**config.mk**
```make
export PLATFORM = sky130hd
export DESIGN_NAME = irq_entry_seq
export DESIGN_NICKNAME = d
export VERILOG_FILES = /design/src/rtl/irq_entry_pkg.sv /design/src/rtl/irq_entry_ctrl.sv /design/src/rtl/irq_entry_regs.sv /design/src/rtl/irq_entry_seq.sv
export SDC_FILE = /design/constraint.sdc
export NUM_CORES = 1
export LEC_CHECK = 0
export BUFFER_PORTS_ARGS = -buffer_cell sky130_fd_sc_hd__buf_2
export CAP_MARGIN = 20
export CORE_MARGIN = 2
export CORE_UTILIZATION = 50
export DETAILED_ROUTE_END_ITERATION = 10
export PLACE_DENSITY = 0.88
export REMOVE_ABC_BUFFERS = 1
export SYNTH_ARGS = -nofsm -noshare
export SYNTH_HDL_FRONTEND = slang
export SYNTH_HIERARCHICAL = 1
export SYNTH_SLANG_ARGS = --single-unit
```
**constraint.sdc**
```tcl
create_clock -name clk -period 3.9 [get_ports clk]
set_input_delay 0.78 -clock clk [delete_from_list [all_inputs] [get_ports clk]]
set_output_delay 0.78 -clock clk [all_outputs]
set_load 0.01 [all_outputs]
```
**src/rtl/irq_entry_pkg.sv**
```systemverilog
package irq_entry_pkg;

  localparam int WORD_W = 16;
  localparam int PA_W   = 20;
  localparam int SEG_SH = 4;
  localparam int TYPE_W = 8;
  localparam int STEP   = 2;

  typedef enum logic [2:0] {
    ST_IDLE   = 3'd0,
    ST_PSH_FL = 3'd1,
    ST_PSH_CS = 3'd2,
    ST_PSH_IP = 3'd3,
    ST_RD_IP  = 3'd4,
    ST_RD_CS  = 3'd5,
    ST_DONE   = 3'd6
  } seq_st_e;

  // segment:offset to physical, wrapping at PA_W bits
  function automatic logic [PA_W-1:0] lin_addr(input logic [WORD_W-1:0] seg,
                                                input logic [WORD_W-1:0] off);
    logic [PA_W-1:0] s, o;
    s = {seg, {SEG_SH{1'b0}}};
    o = {{(PA_W-WORD_W){1'b0}}, off};
    return s + o;
  endfunction

  // vector slot for a type: word 0 is IP, word 1 is CS
  function automatic logic [PA_W-1:0] vec_addr(input logic [TYPE_W-1:0] typ,
                                               input logic              hi);
    logic [PA_W-1:0] base;
    base = {{(PA_W-TYPE_W-2){1'b0}}, typ, 2'b00};
    return base + (hi ? PA_W'(STEP) : '0);
  endfunction

  function automatic logic [WORD_W-1:0] sp_dec(input logic [WORD_W-1:0] sp);
    return sp - WORD_W'(STEP);
  endfunction

  function automatic logic [WORD_W-1:0] mask_flags(input logic [WORD_W-1:0] f,
                                                   input int ie_bit,
                                                   input int tr_bit);
    logic [WORD_W-1:0] r;
    r = f;
    r[ie_bit] = 1'b0;
    r[tr_bit] = 1'b0;
    return r;
  endfunction

endpackage

```
**src/rtl/irq_entry_ctrl.sv**
```systemverilog
module irq_entry_ctrl
  import irq_entry_pkg::*;
(
  input  logic    clk,
  input  logic    rst_n,
  input  logic    start,
  input  logic    xfer,
  output seq_st_e st,
  output logic    ev_accept,
  output logic    busy,
  output logic    done,
  output logic    req,
  output logic    we
);

  seq_st_e st_nxt;

  assign ev_accept = (st == ST_IDLE) && start;

  always_comb begin
    st_nxt = st;
    case (st)
      ST_IDLE:   if (start) st_nxt = ST_PSH_FL;
      ST_PSH_FL: if (xfer)  st_nxt = ST_PSH_CS;
      ST_PSH_CS: if (xfer)  st_nxt = ST_PSH_IP;
      ST_PSH_IP: if (xfer)  st_nxt = ST_RD_IP;
      ST_RD_IP:  if (xfer)  st_nxt = ST_RD_CS;
      ST_RD_CS:  if (xfer)  st_nxt = ST_DONE;
      ST_DONE:              st_nxt = ST_IDLE;
      default:              st_nxt = ST_IDLE;
    endcase
  end

  always_ff @(posedge clk) begin
    if (!rst_n) st <= ST_IDLE;
    else        st <= st_nxt;
  end

  always_comb begin
    busy = (st != ST_IDLE);
    done = (st == ST_DONE);
    we   = (st == ST_PSH_FL) || (st == ST_PSH_CS) || (st == ST_PSH_IP);
    req  = we || (st == ST_RD_IP) || (st == ST_RD_CS);
  end

endmodule

```
**src/rtl/irq_entry_regs.sv**
```systemverilog
module irq_entry_regs
  import irq_entry_pkg::*;
#(
  parameter int IF_BIT = 9,
  parameter int TF_BIT = 8
)(
  input  logic              clk,
  input  logic              rst_n,
  input  seq_st_e           st,
  input  logic              ev_accept,
  input  logic              xfer,
  input  logic [TYPE_W-1:0] vec_type,
  input  logic [WORD_W-1:0] in_flags,
  input  logic [WORD_W-1:0] in_cs,
  input  logic [WORD_W-1:0] in_ip,
  input  logic [WORD_W-1:0] in_sp,
  input  logic [WORD_W-1:0] in_ss,
  input  logic [WORD_W-1:0] rdata,
  output logic [WORD_W-1:0] flags_q,
  output logic [WORD_W-1:0] cs_q,
  output logic [WORD_W-1:0] ip_q,
  output logic [WORD_W-1:0] sp_q,
  output logic [WORD_W-1:0] ss_q,
  output logic [TYPE_W-1:0] typ_q
);

  always_ff @(posedge clk) begin
    if (!rst_n) begin
      flags_q <= '0;
      cs_q    <= '0;
      ip_q    <= '0;
      sp_q    <= '0;
      ss_q    <= '0;
      typ_q   <= '0;
    end else if (ev_accept) begin
      flags_q <= in_flags;
      cs_q    <= in_cs;
      ip_q    <= in_ip;
      sp_q    <= sp_dec(in_sp);   // pre-decrement for the first push
      ss_q    <= in_ss;
      typ_q   <= vec_type;
    end else if (xfer) begin
      case (st)
        ST_PSH_FL: begin
          flags_q <= mask_flags(flags_q, IF_BIT, TF_BIT);
          sp_q    <= sp_dec(sp_q);
        end
        ST_PSH_CS: sp_q <= sp_dec(sp_q);
        ST_RD_IP:  ip_q <= rdata;
        ST_RD_CS:  cs_q <= rdata;
        default: ;
      endcase
    end
  end

endmodule

```
**src/rtl/irq_entry_seq.sv**
```systemverilog
module irq_entry_seq
  import irq_entry_pkg::*;
#(
  parameter int IF_BIT = 9,
  parameter int TF_BIT = 8
)(
  input  logic              clk,
  input  logic              rst_n,
  input  logic              start,
  input  logic [TYPE_W-1:0] vec_type,
  input  logic [WORD_W-1:0] in_flags,
  input  logic [WORD_W-1:0] in_cs,
  input  logic [WORD_W-1:0] in_ip,
  input  logic [WORD_W-1:0] in_sp,
  input  logic [WORD_W-1:0] in_ss,
  output logic              busy,
  output logic              done,
  output logic [WORD_W-1:0] flags_q,
  output logic [WORD_W-1:0] cs_q,
  output logic [WORD_W-1:0] ip_q,
  output logic [WORD_W-1:0] sp_q,
  output logic              mem_req,
  output logic              mem_we,
  output logic [PA_W-1:0]   mem_addr,
  output logic [WORD_W-1:0] mem_wdata,
  input  logic [WORD_W-1:0] mem_rdata,
  input  logic              mem_rdy
);

  seq_st_e           st;
  logic              ev_accept;
  logic              ev_xfer;
  logic [WORD_W-1:0] ss_q;
  logic [TYPE_W-1:0] typ_q;

  assign ev_xfer = mem_req && mem_rdy;

  irq_entry_ctrl u_ctrl (
    .clk       (clk),
    .rst_n     (rst_n),
    .start     (start),
    .xfer      (ev_xfer),
    .st        (st),
    .ev_accept (ev_accept),
    .busy      (busy),
    .done      (done),
    .req       (mem_req),
    .we        (mem_we)
  );

  irq_entry_regs #(.IF_BIT(IF_BIT), .TF_BIT(TF_BIT)) u_regs (
    .clk       (clk),
    .rst_n     (rst_n),
    .st        (st),
    .ev_accept (ev_accept),
    .xfer      (ev_xfer),
    .vec_type  (vec_type),
    .in_flags  (in_flags),
    .in_cs     (in_cs),
    .in_ip     (in_ip),
    .in_sp     (in_sp),
    .in_ss     (in_ss),
    .rdata     (mem_rdata),
    .flags_q   (flags_q),
    .cs_q      (cs_q),
    .ip_q      (ip_q),
    .sp_q      (sp_q),
    .ss_q      (ss_q),
    .typ_q     (typ_q)
  );

  always_comb begin
    mem_addr  = '0;
    mem_wdata = '0;
    case (st)
      ST_PSH_FL: begin mem_addr = lin_addr(ss_q, sp_q); mem_wdata = flags_q; end
      ST_PSH_CS: begin mem_addr = lin_addr(ss_q, sp_q); mem_wdata = cs_q;    end
      ST_PSH_IP: begin mem_addr = lin_addr(ss_q, sp_q); mem_wdata = ip_q;    end
      ST_RD_IP:  mem_addr = vec_addr(typ_q, 1'b0);
      ST_RD_CS:  mem_addr = vec_addr(typ_q, 1'b1);
      default: ;
    endcase
  end

endmodule

```
==> flow_summary_export.csv <==
group,metric,value,unit
floorplan,core,10420,um^2
synthesis,ys_dominant_reg_cell,"dfxtp_1",
worst_setup_path,end_kind,"output port",
detailed_routing,wl_per_cell,16.58,um
cells_and_area,drive_gt1_share,32.81,%
clocking,clk_pin_slew,0.09,ns
synthesis,synth_area_per_cell,8.617,um^2
placed_design,dp_hpwl,11580,um
synthesis,yosys_register_bits,91,
timing,relSlewSlack,43.45,%
cells_and_area,diodes,0,
hold_path,min-delay-start,"u_regs/typ_q[0]",
synthesis,synthArstFlopShare,0,%
clocking,root_buffer,"clkbuf_8",
timing,whs,0.5045,ns
floorplan,boundaryPins,212,
detailed_routing,num_vias,5430,
worst_setup_path,crit_arrival,2.82,ns
placed_design,place.gp.congestion,0.9250,
floorplan,rows,37,
grt,track_usage,26.80,%
grt,grt-ovfl-total,0,
worst_setup_path,r2r_cells,9,
clocking,clk_latency,0.36,ns
detailed_routing,viasPerCell,5.662,
power,swShare,33.09,%
grt,grt_start_max_net_pins,74,
cells_and_area,fin_cells,959,
placed_design,postPlaceCellArea,6560,um^2
timing,fmax,0.2774,GHz
placed_design,portBuffers,211,
worst_setup_path,rr_endpoint,"u_regs/sp_q[13]",
synthesis,seq_area_frac_synth,33.66,%
detailed_routing,drcViolationCount,0,
power,power.share.clock,27.8,%
floorplan,die_y,108.0,um
synthesis,synth_edf_count,0,
synthesis,synth_top_area_share,33.66,%
power,power.total,2.554,mW
synthesis,ys_warn_count,6,
synthesis,synth_top_cell_by_area,"dfxtp_1",
cells_and_area,final_area,6775,um^2
power,powerDensity,376.9,nW/um^2
floorplan,start_util,51.95,%
floorplan,dieArea,11670,um^2
power,p_switching,845.1,uW
clocking,numCtsBuffers,9,
clocking,cts_buffer_depth,2,
detailed_routing,drt_iter0_markers,316,
power,p_comb_share,29.2,%
synthesis,synthesis.area,5411,um^2
grt,grt_pass1_wl,24850,um
clocking,htree_levels,3,
power,leakagePower,3.253,nW
worst_setup_path,cp_max_fo,6,
cells_and_area,syn_to_final_growth,25.20,%
worst_setup_path,rr_startpoint,"u_ctrl/st[1]",
hold_path,whs_path_depth,2,
synthesis,synth_cell_type_count,62,
timing,fin_crit,3.605,ns
run_status,outcome,"finished, final reports clean",
job,cap_violations,0,
timing,hold_viol,0,
clocking,post_cts_buffers,0,
floorplan,die_x,108.0,um
power,internal_power,1.709,mW
hold_path,whs_endpoint,"u_regs/typ_q[0]",
clocking,cts_tree,"built",
power,ir_drop,0.0002875,V
timing,finClkSkew,0.01003,ns
detailed_routing,drt_pre_antenna_iters,5,
worst_setup_path,regToRegSetupSlack,0.69,ns
clocking,cts.sinks,91,
cells_and_area,fillers,895,
worst_setup_path,cp.required,3.12,ns
synthesis,synth_cells,628,
placed_design,dpl.cell_count,943,
timing,finalSetupViolCount,0,
timing,rsz0062_at_grt,"no",
clocking,cts_resized,0,
detailed_routing,wl,15900,um
worst_setup_path,worstSetupStartpointType,"register",
power,p_seq_share,43.0,%
cells_and_area,nNetsFinal,940,
timing,worstMarginPinSlew,0.8426,ns
clocking,cts_hold_buf,0,
worst_setup_path,critPathKind,"reg2out",
grt,grt_antenna_before_repair,0,
grt,grt_pass1_vias,5204,
detailed_routing,antenna_left,0,
timing,report.final.slew_viol_count,0,
timing,setup_ws,0.2951,ns
synthesis,yosys-top-cells-area,"dfxtp_1, mux2i_1, nor2_1",
timing,timing.final.crit_share,92.43,%
hold_path,hp-class,"reg2reg",
placed_design,pre_cts_ws,0.6329,ns
[through the flow]
step / TNS, ns / util [%]
3_5_place_dp: 0 / 62.98
5_1_grt: 0 / 65.05
6_report: 0 / 65.05
3_3_place_gp: 0 / 62.98
2_1_floorplan: -61.01 / -
4_1_cts: 0 / 65.05
[state kept, by name, summed over array words and instances, names as in the netlist]
register	cells
u_ctrl/st	3
u_regs/cs_q	16
u_regs/flags_q	16
u_regs/ip_q	16
u_regs/sp_q	16
u_regs/ss_q	16
u_regs/typ_q	8
[layout by cell type, fill, tap and decap left out, types with 5 or more instances in the layout]
master	synthesis	layout
a211oi_1	39	39
a21oi_1	20	20
a22oi_1	19	19
and3_1	6	6
buf_2	11	211
buf_4	2	8
clkbuf_8	0	9
dfxtp_1	91	91
ha_1	13	13
inv_1	9	7
mux2_2	18	18
mux2i_1	81	81
nand2_1	28	28
nand2b_1	5	5
nand3_1	7	7
nor2_1	110	110
nor2b_1	8	8
nor3_1	17	17
o21a_1	6	6
o21ai_0	13	13
or3_1	9	9
xnor2_1	8	8
xor2_1	8	8
[worst max-delay path, cell delays in order (launching register included)]
cell      delay (ns)
dfxtp_1         0.44
ha_1            0.20
inv_1           0.06
fa_1            0.39
nor2b_1         0.19
o211ai_1        0.17
a211oi_1        0.49
o21a_1          0.19
mux2i_1         0.18
buf_2           0.15
[metal layers]
layer  global-route usage, %  up-vias  routed length, um
met5                       0        -                  0
met4                   6.319        0                185
met3                   6.450       19               1393
met2                   48.20      236               7728
met1                   32.22     2518               6590
li1                        -     2657                  -
[cell usage after synthesis (11+ instances only)]
library cell	n
mux2i_1	81
o21ai_0	13
nand2_1	28
nor3_1	17
a22oi_1	19
buf_2	11
nor2_1	110
a211oi_1	39
ha_1	13
mux2_2	18
clkbuf_1	25
a21oi_1	20
dfxtp_1	91
[worst max-delay path by stage]
stage,from,endpoint,slack [ns]
after global placement,start,u_regs/sp_q[13],0.69
after CTS,u_regs/sp_q[4],mem_addr[18],0.31
final,u_regs/sp_q[4],mem_addr[18],0.30
after global routing,u_regs/sp_q[4],mem_addr[18],0.16
after floorplan,u_ctrl/st[1],u_regs/sp_q[10],-1.83
after detailed placement,start,u_regs/sp_q[13],0.63
[cell type report]
class | instances | area (um^2) | share of cell area (%)
inverters | 9 | 33.78 | 0.4986
repair buffers | 221 | 1156 | 17.06
clock buffers | 10 | 127.6 | 1.884
well taps | 136 | 170.2 | 2.512
multi-input cells | 486 | 3378 | 49.86
flip-flops and latches | 91 | 1822 | 26.89
clock inverters | 6 | 87.58 | 1.293
[power by group through the flow]
stage / registers, mW / clock network [mW] / logic [mW]
floorplan: 1.14 / 0 / 0.441
global placement: 1.11 / 0 / 0.725
detailed placement: 1.12 / 0 / 0.740
CTS: 1.10 / 0.725 / 0.743
global route: 1.11 / 0.754 / 0.818
finish: 1.10 / 0.711 / 0.746
[cells by family after synthesis]
logic type               count (synthesis)  share of synthesized area, %
AND/OR/NAND/NOR                        223                         20.02
adder cells (fa/ha/maj)                 14                         3.376
XOR/XNOR                                16                         2.590
buffers and inverters                   51                         4.069
AO/OA/AOI/OAI                          134                         17.55
multiplexers                            99                         18.73
flip-flops                              91                         33.66
No activity file was read; power rests on OpenSTA's default activity.
